[src/rtl/llr_pkg.sv]
package llr_pkg;

    localparam int WORD_W = 16;
    typedef logic [WORD_W-1:0] word_t;

    localparam word_t STS_BASE    = 16'h2002;
    localparam word_t OVR_BASE    = 16'h2005;
    localparam word_t LANE_STRIDE = 16'h0100;

    localparam int HALF_RATE_BIT = 0;
    localparam word_t OVR_EN     = 16'h4000;
    localparam word_t DPLL_MASK  = 16'h0700;
    localparam word_t DPLL_VAL   = 16'h0300;
    localparam word_t DPLL_RST   = 16'h0800;
    localparam int OVR_STEPS     = 5;

    typedef enum logic [3:0] {
        ST_IDLE,
        ST_PRE_RD,
        ST_PRE_WR,
        ST_RESET,
        ST_POLL,
        ST_OV_RD,
        ST_OV_WR,
        ST_SETTLE,
        ST_DECIDE
    } state_t;

    typedef struct packed {
        logic  wr;
        word_t addr;
        word_t wdata;
    } cmd_t;

    function automatic word_t lane_addr(word_t base, int unsigned lane_idx);
        return base + word_t'(lane_idx) * LANE_STRIDE;
    endfunction

    function automatic word_t ovr_value(word_t base, logic [2:0] step);
        word_t v;
        v = base & ~OVR_EN;
        if (step >= 3'd1) v = v | OVR_EN;
        if (step >= 3'd2) v = (v & ~DPLL_MASK) | DPLL_VAL;
        if (step >= 3'd3) v = v | DPLL_RST;
        if (step >= 3'd4) v = v & ~DPLL_RST;
        return v;
    endfunction

endpackage

[src/rtl/llr_reg_port.sv]
module llr_reg_port
    import llr_pkg::*;
(
    input  logic  clk,
    input  logic  rst,
    input  logic  go,
    input  cmd_t  cmd,
    output logic  cmd_done,
    output word_t cmd_rdata,
    output logic  reg_req,
    output logic  reg_wr,
    output word_t reg_addr,
    output word_t reg_wdata,
    input  logic  reg_ack,
    input  word_t reg_rdata
);
    logic  req_q;
    cmd_t  cmd_q;
    logic  done_q;
    word_t rdata_q;

    always_ff @(posedge clk) begin
        if (rst) begin
            req_q   <= 1'b0;
            cmd_q   <= '0;
            done_q  <= 1'b0;
            rdata_q <= '0;
        end else begin
            done_q <= 1'b0;
            if (req_q) begin
                if (reg_ack) begin
                    req_q   <= 1'b0;
                    done_q  <= 1'b1;
                    rdata_q <= reg_rdata;
                end
            end else if (go) begin
                req_q <= 1'b1;
                cmd_q <= cmd;
            end
        end
    end

    assign reg_req   = req_q;
    assign reg_wr    = cmd_q.wr;
    assign reg_addr  = cmd_q.addr;
    assign reg_wdata = cmd_q.wdata;
    assign cmd_done  = done_q;
    assign cmd_rdata = rdata_q;
endmodule

[src/rtl/llr_settle_timer.sv]
module llr_settle_timer #(
    parameter int SETTLE_MS    = 15,
    parameter int TICKS_PER_MS = 200000,
    localparam int TW = $clog2(TICKS_PER_MS + 1),
    localparam int MW = $clog2(SETTLE_MS + 1)
) (
    input  logic clk,
    input  logic rst,
    input  logic go,
    output logic expired
);
    logic [TW-1:0] tick_q;
    logic [MW-1:0] ms_q;
    logic          run_q;
    logic          exp_q;

    always_ff @(posedge clk) begin
        if (rst) begin
            tick_q <= '0;
            ms_q   <= '0;
            run_q  <= 1'b0;
            exp_q  <= 1'b0;
        end else begin
            exp_q <= 1'b0;
            if (go && !run_q) begin
                tick_q <= TW'(TICKS_PER_MS - 1);
                ms_q   <= MW'(SETTLE_MS);
                run_q  <= 1'b1;
            end else if (run_q) begin
                if (tick_q == '0) begin
                    tick_q <= TW'(TICKS_PER_MS - 1);
                    if (ms_q == MW'(1)) begin
                        run_q <= 1'b0;
                        exp_q <= 1'b1;
                    end else begin
                        ms_q <= ms_q - MW'(1);
                    end
                end else begin
                    tick_q <= tick_q - TW'(1);
                end
            end
        end
    end

    assign expired = exp_q;
endmodule

[src/rtl/llr_ctrl.sv]
module llr_ctrl
    import llr_pkg::*;
#(
    parameter int LANE_W       = 2,
    parameter int POLL_MAX     = 1000,
    parameter int MAX_RETRY    = 100,
    parameter int SETTLE_MS    = 15,
    parameter int TICKS_PER_MS = 200000,
    localparam int ATT_W = $clog2(MAX_RETRY + 2),
    localparam int PW    = $clog2(POLL_MAX + 1)
) (
    input  logic              clk,
    input  logic              rst,
    input  logic              start,
    input  logic [LANE_W-1:0] lane,
    output logic              busy,
    output logic              done,
    output logic              done_online,
    output logic [ATT_W-1:0]  done_attempts,
    output logic              rst_req,
    input  logic              rst_done,
    input  logic              rst_online,
    input  logic [1:0]        link_det,
    output logic              reg_req,
    output logic              reg_wr,
    output logic [15:0]       reg_addr,
    output logic [15:0]       reg_wdata,
    input  logic              reg_ack,
    input  logic [15:0]       reg_rdata
);
    localparam logic [2:0] LAST_STEP = 3'(OVR_STEPS - 1);

    state_t            state_q;
    logic              wait_q;
    logic [LANE_W-1:0] lane_q;
    word_t             base_q;
    logic [2:0]        step_q;
    logic [PW-1:0]     poll_q;
    logic [ATT_W-1:0]  att_q;
    logic              online_q;
    logic              done_q;
    logic              rst_req_q;

    logic  cmd_go;
    cmd_t  cmd;
    logic  cmd_done;
    word_t cmd_rdata;
    logic  tmr_go;
    logic  tmr_exp;
    logic  is_cmd_state;
    logic  is_wr_state;

    always_comb begin
        is_cmd_state = (state_q == ST_PRE_RD) || (state_q == ST_PRE_WR) ||
                       (state_q == ST_POLL)   || (state_q == ST_OV_RD)  ||
                       (state_q == ST_OV_WR);
        is_wr_state  = (state_q == ST_PRE_WR) || (state_q == ST_OV_WR);
        cmd_go       = is_cmd_state && !wait_q;
        cmd.wr       = is_wr_state;
        cmd.addr     = is_wr_state ? lane_addr(OVR_BASE, int'(lane_q))
                                   : lane_addr(STS_BASE, int'(lane_q));
        cmd.wdata    = ovr_value(base_q, (state_q == ST_PRE_WR) ? 3'd0 : step_q);
        tmr_go       = (state_q == ST_SETTLE) && !wait_q;
    end

    llr_reg_port u_port (
        .clk       (clk),
        .rst       (rst),
        .go        (cmd_go),
        .cmd       (cmd),
        .cmd_done  (cmd_done),
        .cmd_rdata (cmd_rdata),
        .reg_req   (reg_req),
        .reg_wr    (reg_wr),
        .reg_addr  (reg_addr),
        .reg_wdata (reg_wdata),
        .reg_ack   (reg_ack),
        .reg_rdata (reg_rdata)
    );

    llr_settle_timer #(
        .SETTLE_MS    (SETTLE_MS),
        .TICKS_PER_MS (TICKS_PER_MS)
    ) u_timer (
        .clk     (clk),
        .rst     (rst),
        .go      (tmr_go),
        .expired (tmr_exp)
    );

    always_ff @(posedge clk) begin
        if (rst) begin
            state_q   <= ST_IDLE;
            wait_q    <= 1'b0;
            lane_q    <= '0;
            base_q    <= '0;
            step_q    <= '0;
            poll_q    <= '0;
            att_q     <= '0;
            online_q  <= 1'b0;
            done_q    <= 1'b0;
            rst_req_q <= 1'b0;
        end else begin
            done_q <= 1'b0;
            case (state_q)
                ST_IDLE: begin
                    if (start) begin
                        lane_q  <= lane;
                        att_q   <= ATT_W'(1);
                        wait_q  <= 1'b0;
                        state_q <= ST_PRE_RD;
                    end
                end
                ST_PRE_RD: begin
                    if (!wait_q) begin
                        wait_q <= 1'b1;
                    end else if (cmd_done) begin
                        base_q  <= cmd_rdata;
                        wait_q  <= 1'b0;
                        state_q <= ST_PRE_WR;
                    end
                end
                ST_PRE_WR: begin
                    if (!wait_q) begin
                        wait_q <= 1'b1;
                    end else if (cmd_done) begin
                        wait_q  <= 1'b0;
                        state_q <= ST_RESET;
                    end
                end
                ST_RESET: begin
                    if (!wait_q) begin
                        wait_q    <= 1'b1;
                        rst_req_q <= 1'b1;
                    end else if (rst_done) begin
                        rst_req_q <= 1'b0;
                        online_q  <= rst_online;
                        poll_q    <= '0;
                        wait_q    <= 1'b0;
                        state_q   <= ST_POLL;
                    end
                end
                ST_POLL: begin
                    if (!wait_q) begin
                        wait_q <= 1'b1;
                    end else if (cmd_done) begin
                        wait_q <= 1'b0;
                        poll_q <= poll_q + PW'(1);
                        if (!(cmd_rdata[HALF_RATE_BIT] &&
                              (int'(poll_q) + 1 < POLL_MAX))) begin
                            state_q <= ST_OV_RD;
                        end
                    end
                end
                ST_OV_RD: begin
                    if (!wait_q) begin
                        wait_q <= 1'b1;
                    end else if (cmd_done) begin
                        base_q  <= cmd_rdata;
                        step_q  <= 3'd0;
                        wait_q  <= 1'b0;
                        state_q <= ST_OV_WR;
                    end
                end
                ST_OV_WR: begin
                    if (!wait_q) begin
                        wait_q <= 1'b1;
                    end else if (cmd_done) begin
                        wait_q <= 1'b0;
                        if (step_q == LAST_STEP) begin
                            state_q <= ST_SETTLE;
                        end else begin
                            step_q <= step_q + 3'd1;
                        end
                    end
                end
                ST_SETTLE: begin
                    if (!wait_q) begin
                        wait_q <= 1'b1;
                    end else if (tmr_exp) begin
                        wait_q  <= 1'b0;
                        state_q <= ST_DECIDE;
                    end
                end
                ST_DECIDE: begin
                    if ((link_det == 2'b00) || online_q ||
                        (int'(att_q) == MAX_RETRY + 1)) begin
                        done_q  <= 1'b1;
                        state_q <= ST_IDLE;
                    end else begin
                        att_q   <= att_q + ATT_W'(1);
                        state_q <= ST_PRE_RD;
                    end
                end
                default: state_q <= ST_IDLE;
            endcase
        end
    end

    assign busy          = (state_q != ST_IDLE);
    assign done          = done_q;
    assign done_online   = online_q;
    assign done_attempts = att_q;
    assign rst_req       = rst_req_q;
endmodule

[config.mk]
export PLATFORM = sky130hd
export DESIGN_NAME = llr_ctrl
export DESIGN_NICKNAME = d
export VERILOG_FILES = /design/src/rtl/llr_pkg.sv /design/src/rtl/llr_reg_port.sv /design/src/rtl/llr_settle_timer.sv /design/src/rtl/llr_ctrl.sv
export SDC_FILE = /design/constraint.sdc
export NUM_CORES = 1
export LEC_CHECK = 0
export BUFFER_PORTS_ARGS = -buffer_cell sky130_fd_sc_hd__buf_4
export CAP_MARGIN = 0
export CORE_MARGIN = 1
export CORE_UTILIZATION = 55
export CTS_BUF_LIST = sky130_fd_sc_hd__clkbuf_4 sky130_fd_sc_hd__clkbuf_8
export DETAILED_ROUTE_END_ITERATION = 6
export GPL_ROUTABILITY_DRIVEN = 0
export PLACE_DENSITY = 0.79
export SETUP_SLACK_MARGIN = 0.2
export SLEW_MARGIN = 0
export SYNTH_ARGS = -nofsm -noshare
export SYNTH_HDL_FRONTEND = slang
export SYNTH_SLANG_ARGS = --single-unit
[constraint.sdc]
create_clock -name clk -period 5.8 [get_ports clk]
set_input_delay 0.87 -clock clk [delete_from_list [all_inputs] [get_ports clk]]
set_output_delay 0.87 -clock clk [all_outputs]
set_load 0.05 [all_outputs]
==> results of run 1 <==
==> final cells by class <==
class,instances,area (um^2),area share
clock buffers,9,124,0.0227
clock inverters,7,75.1,0.0137
inverters,19,71.3,0.0130
multi-input cells,449,2470,0.452
flip-flops and latches,107,2140,0.392
well taps,105,131,0.0240
repair buffers,60,450,0.0824
==> cells by family after synthesis <==
logic type | Yosys count
buf+inv | 65
mux | 3
flops | 107
xor+xnor | 17
other cells | 1
fa+ha+maj | 8
compound gates | 146
simple gates | 265
==> metrics by stage <==
stage | total power [mW] | area, um^2 | cells | hold slack (ps)
2_1_floorplan | 1.09 | 4910 | 621 | 432
3_3_place_gp | 1.17 | 5270 | 740 | 437
3_5_place_dp | 1.18 | 5270 | 740 | 447
4_1_cts | 1.63 | 5470 | 756 | 462
5_1_grt | 1.70 | 5470 | 756 | 481
6_report | 1.63 | 5470 | 756 | 459
==> worst paths after layout <==
kind	from	endpoint	slack (ps)	cells after the start
setup / recovery	state_q[0]	u_port.reg_wdata[14]	3060	6
hold reg to reg	u_port.cmd_rdata[8]	base_q[8]	460	2
setup reg to reg	state_q[0]	u_port.reg_wdata[14]	3060	6
hold / removal	u_port.cmd_rdata[8]	base_q[8]	460	2
==> cells in the final DEF (no fill, tap or decap), types with 6 or more instances in the layout <==
| master | n |
|---|---|
| a21oi_1 | 78 |
| a311oi_1 | 6 |
| a31oi_1 | 9 |
| and2_1 | 6 |
| buf_4 | 60 |
| clkbuf_8 | 9 |
| conb_1 | 10 |
| dfxtp_1 | 107 |
| ha_1 | 8 |
| inv_1 | 19 |
| nand2_1 | 101 |
| nand2b_1 | 8 |
| nand3_1 | 11 |
| nand4_1 | 8 |
| nor2_1 | 61 |
| nor3_1 | 19 |
| nor4_1 | 6 |
| o21ai_0 | 24 |
| or3_1 | 10 |
| xnor2_1 | 8 |
| xor2_1 | 9 |
==> where the power goes <==
| part | switching (mW) | internal (mW) | total [mW] |
|---|---|---|---|
| logic | 0.243 | 0.106 | 0.349 |
| clock network | 0.291 | 0.172 | 0.463 |
| registers | 0.0475 | 0.769 | 0.817 |
| total | 0.581 | 1.05 | 1.63 |
==> critical path, delay by kind of cell, from the launching register on <==
| kind | cells | cell delay, ps |
|---|---|---|
| buffers and inverters | 1 | 330 |
| and+or+nand+nor | 3 | 1180 |
| DFF | 1 | 660 |
| AOI/OAI and AO/OA | 2 | 420 |
==> registers in the layout (all words and copies together) (netlist names), 3 cells and up <==
name and cells:
step_q 3, base_q 15, u_port.reg_wdata 16, poll_q 10, u_timer.tick_q 18, done_attempts 7
state_q 4, u_port.reg_addr 5, u_port.cmd_rdata 15, u_timer.ms_q 4
==> routing by layer <==
layer	track usage	vias up	wire, um
met2	0.433	119	5320
li1	-	2167	-
met5	0	-	0
met1	0.297	2049	4830
met3	0.0592	17	554
met4	0.0784	0	151
==> run summary, run 1 <==
Final core utilization: 0.652
CTS sink cnt: 107
HP Class: flop to flop
Diode count: 0
CTS resizes: 0
TritonCTS clock tree: yes
Run status: completed
Number of global-route vias before repair: 4043
Pleak: 2.04 nW
Crit end category: flop
XOR/XNOR Fraction of Synth Area: 0.0306
Synth Area in Compound Gates: 0.175
Nets: 680
Synth Warn #: 0
Detail Placement HPWL: 7.24 mm
Most common library cells after synthesis: dfxtp_1 (107), nand2_1 (101), a21oi_1 (78)
Number of synthesized flops with an enable pin: 0
Worst IR Drop VDD: 0.270 mV
Post-synth ARST share: 0
DR vias: 4352
Final Hold Vio Count: 0
DRT Pass-1 Iters: 5
Synthesized area per cell: 7.96 um^2
Number of core rows: 33
Post-synth top area share: 0.440
Setup_tns: 0 ps
Layout cell share with drive strength beyond 1: 0.135
Final setup fails: 0
Clk slew on worst S/H paths: 120 ps
Mux cell area share after synthesis: 0.00616
Worst skew pair latency: 380 ps
Area leader, netlist: dfxtp_1
Top post-synthesis cells by area: dfxtp_1 (44%), a21oi_1 (8.0%), nand2_1 (7.8%), nor2_1 (4.7%), o21ai_0 (2.5%)
Crit path max fanout: 16
Layout area overhead: 12.2%
Critical Path Start Type: flop
Most used cell, CP: nor3_1
Num CTS Buffers: 9
Worst Path Required: 6030 ps
Initial core utilization: 0.581
Pwr dens: 298 nW/um^2
WP data arrival: 2970 ps
Total Routing Usage GR: 0.247
Yosys cell types: 60
Initial drt markers: 237
Die X: 96.1 um
Initial antenna violation count: 0
CP max stage delay: 860 ps
F_max: 0.365 GHz
Worst Tran Pin Value: 1060 ps
RSZ-0062 raised after global routing: no
Core box area: 8380 um^2
Most frequent cell after synthesis: dfxtp_1
Final worst slack: 3060 ps
Max_cap viols: 0
Setup CP Type: flop to flop
IO Count: 71
Setup bufs post-CTS: 0
WL final: 10.9 mm
Max H-tree Level: 3
Crit path cell chain: nor3_1, nor4_2, buf_4, o21ai_0, a21oi_1, nor3_1
Die area: 9240 um^2
Slowest CP cell: nor4_2
FF+latch count, synth: 107
Vias per Instance: 5.76
Longest Clk Path Bufs: 2
Fin Clk Skew: 10.9 ps
Final slew viol count: 0
Synth Area in Adders: 0.0205
Seq/Total Area, Yosys: 0.440
Hold buffers post-CTS: 0
Clk root buf: clkbuf_8
DRC: 0
Die Ht: 96.1 um
Simple-gate share of the synthesized area: 0.266
Synthesized cell area: 4870 um^2
First-pass GRT wire length: 18.2 mm
Worst rel slew slack: 0.291
Fill count: 738
Largest family of logic cells by synthesized area: simple AND/OR/NAND/NOR gates
Largest net degree at the start of global routing: 98
Crit path time final: 2740 ps
Synthesized instance count: 612
Gr ovfl total: 0
Pre-CTS setup slack: 3120 ps
Final worst path period share: 0.472
I/O Buffers: 59
Routed Antenna Nets: 0
Top FF cell, synth: dfxtp_1
Wirelength per Cell: 14.4 um
(Power assumes the default switching activity.)
==> inputs of run 2 (changes only) <==
CORE_UTILIZATION = 53   (was 55)
PLACE_DENSITY = 0.8   (was 0.79)
clock period = 2.28 ns   (was 5.8 ns; I/O delays follow)
==> run 2 against run 1 <==
Against the previous run: the flow now finishes with violations (DRC); clock power rose by 150%; sequential cell count did not move; sequential power rose to 2.5 times the previous value; total power rose to 2.6 times the previous value; register-to-register slack got worse by 2800 ps; combinational power rose to 2.7 times the previous value; critical path depth rose by 3; critical path type unchanged.
==> run summary, run 2 (synthesis results as in run 1) <==
Most common cell after layout, fill and taps aside: nand2_1 (was dfxtp_1)
Dpl cell area: 5430 um^2 (was 5270 um^2)
Logic pwr share: 0.224 (was 0.214)
Layout cell share with drive strength beyond 1: 0.230 (was 0.135)
Final worst path period share: 0.903 (was 0.472)
Final setup fails: 0 (unchanged)
Net Switching: 1.46 mW (was 0.581 mW)
DRT Pass-1 Iters: 7 (was 5)
Run status: complete, but fails checks (was completed)
Worst rel slew slack: 0.598 (was 0.291)
Nets: 713 (was 680)
Most used routing layer: met2 (unchanged)
Gr ovfl total: 0 (unchanged)
DRC: 2 (was 0)
I/O Buffers: 59 (unchanged)
Met3 usage: 0.0293 (was 0.0592)
Pwr dens: 708 nW/um^2 (was 298 nW/um^2)
Final Hold Vio Count: 0 (unchanged)
Detail Placement HPWL: 7.56 mm (was 7.24 mm)
Total Routing Usage GR: 0.233 (was 0.247)
WL final: 11.3 mm (was 10.9 mm)
Max_cap viols: 0 (unchanged)
Number of core rows: 34 (was 33)
Crit path max fanout: 4 (was 16)
Setup_tns: 0 ps (unchanged)
Worst Path Required: 2590 ps (was 6030 ps)
Number of global-route vias before repair: 4183 (was 4043)
DR vias: 4528 (was 4352)
Pint: 2.70 mW (was 1.05 mW)
Most frequent cells in the layout: nand2_1 (101), dfxtp_1 (94), buf_4 (90) (was dfxtp_1 (107), nand2_1 (101), a21oi_1 (78))
HP Class: input port to flop (was flop to flop)
Worst Tran Pin Value: 603 ps (was 1060 ps)
RSZ-0062 raised after global routing: yes (was no)
Clk slew on worst S/H paths: 120 ps (about the same)
Post-route cell area: 5890 um^2 (was 5470 um^2)
Switching part of the total: 0.352 (was 0.357)
Crit path time final: 2060 ps (was 2740 ps)
Clk root buf: clkbuf_8 (unchanged)
Vias per Instance: 5.72 (was 5.76)
First-pass GRT wire length: 18.5 mm (was 18.2 mm)
Fill count: 709 (was 738)
Longest Clk Path Bufs: 2 (unchanged)
Routed Antenna Nets: 0 (unchanged)
Initial core utilization: 0.553 (was 0.581)
F_max: 0.486 GHz (was 0.365 GHz)
Initial drt markers: 212 (was 237)
CTS sink cnt: 107 (unchanged)
Worst skew pair latency: 380 ps (about the same)
IO Count: 71 (unchanged)
Num CTS Buffers: 9 (unchanged)
Largest net degree at the start of global routing: 57 (was 98)
Layout area overhead: 20.8% (was 12.2%)
Fin Clk Skew: 12.8 ps (was 10.9 ps)
Die area: 9580 um^2 (was 9240 um^2)
WP data arrival: 2370 ps (was 2970 ps)
Setup CP Type: flop to flop (unchanged)
Worst IR Drop VDD: 0.504 mV (was 0.270 mV)
Met1 global-route usage: 0.282 (was 0.297)
Sequential share of power: 0.500 (was 0.501)
Die X: 97.9 um (was 96.1 um)
Max H-tree Level: 3 (unchanged)
Final slew viol count: 0 (unchanged)
Failing checks: DRC
Crit end category: flop (unchanged)
TritonCTS clock tree: yes (unchanged)
Critical Path Start Type: flop (unchanged)
Pleak: 2.22 nW (was 2.04 nW)
Core box area: 8810 um^2 (was 8380 um^2)
Top reg by flops: u_timer.tick_q (unchanged)
Part of the power in the clock network: 0.276 (was 0.284)
Wirelength per Cell: 14.3 um (was 14.4 um)
Die Ht: 97.9 um (was 96.1 um)
Max reg flops: 18 (unchanged)
Met2 Usage GRT: 0.414 (was 0.433)
Hold buffers post-CTS: 0 (unchanged)
Diode count: 0 (unchanged)
Initial antenna violation count: 0 (unchanged)
run 2: area by class of cell:
class / instances / area, um^2 / share of cell area
tap: 108 / 135 / 0.0230
inverter: 19 / 71.3 / 0.0121
timing repair buffer: 93 / 709 / 0.121
sequential: 107 / 2170 / 0.369
multi-input combinational: 449 / 2610 / 0.443
clock buffer: 9 / 124 / 0.0210
clock inverter: 7 / 66.3 / 0.0113
run 2: path summary, 6_finish.rpt:
check / startpoint / to / slack (ps) / cells after the start
worst max register to register: u_timer.tick_q[1] / u_timer.ms_q[2] / 220 / 9
worst min register to register: u_port.cmd_rdata[11] / base_q[11] / 450 / 2
worst max-delay path: u_timer.tick_q[1] / u_timer.ms_q[2] / 220 / 9
worst min-delay path: reg_rdata[13] / u_port.cmd_rdata[13] / 190 / 3
run 2: power groups by stage:
stage | sequential, mW | combinational [mW] | clock (mW)
floorplan | 2.20 | 0.569 | 0
finish | 2.08 | 0.933 | 1.15
global route | 2.10 | 1.01 | 1.23
detailed placement | 2.11 | 0.920 | 0
CTS | 2.08 | 0.928 | 1.16
global placement | 2.11 | 0.902 | 0
run 2: critical path, stage by stage (launching register included):
cell and delay (ps):
dfxtp_2 340, inv_2 70, ha_4 130, or3b_4 400, nor4b_4 300, a21o_1 270, buf_6 140, nand3_2 80
xor2_2 160, a21oi_1 120
run 2: metrics by stage:
step | hold WS (ps) | instances | util | power, mW | worst slack, ps
floorplan | 432 | 621 | - | 2.77 | 208
global placement | 437 | 764 | 0.617 | 3.01 | 129
detailed placement | 445 | 764 | 0.617 | 3.03 | 48.4
CTS | 182 | 788 | 0.655 | 4.17 | 191
global route | 198 | 792 | 0.668 | 4.34 | 145
finish | 195 | 792 | 0.668 | 4.17 | 221
run 2: metal layers:
layer  vias up  part of all wire
li1       2232                 -
met1      2153              0.43
met2       124              0.51
met3        19             0.040
met4         0             0.020
met5         -                 0
run 2: repair_timing:
action | 4_1_cts | 5_1_grt
resized for setup | 27 | 20
buffers inserted | 8 | 4
pin swaps | 15 | 7
endpoints found under the setup margin | 25 | 24
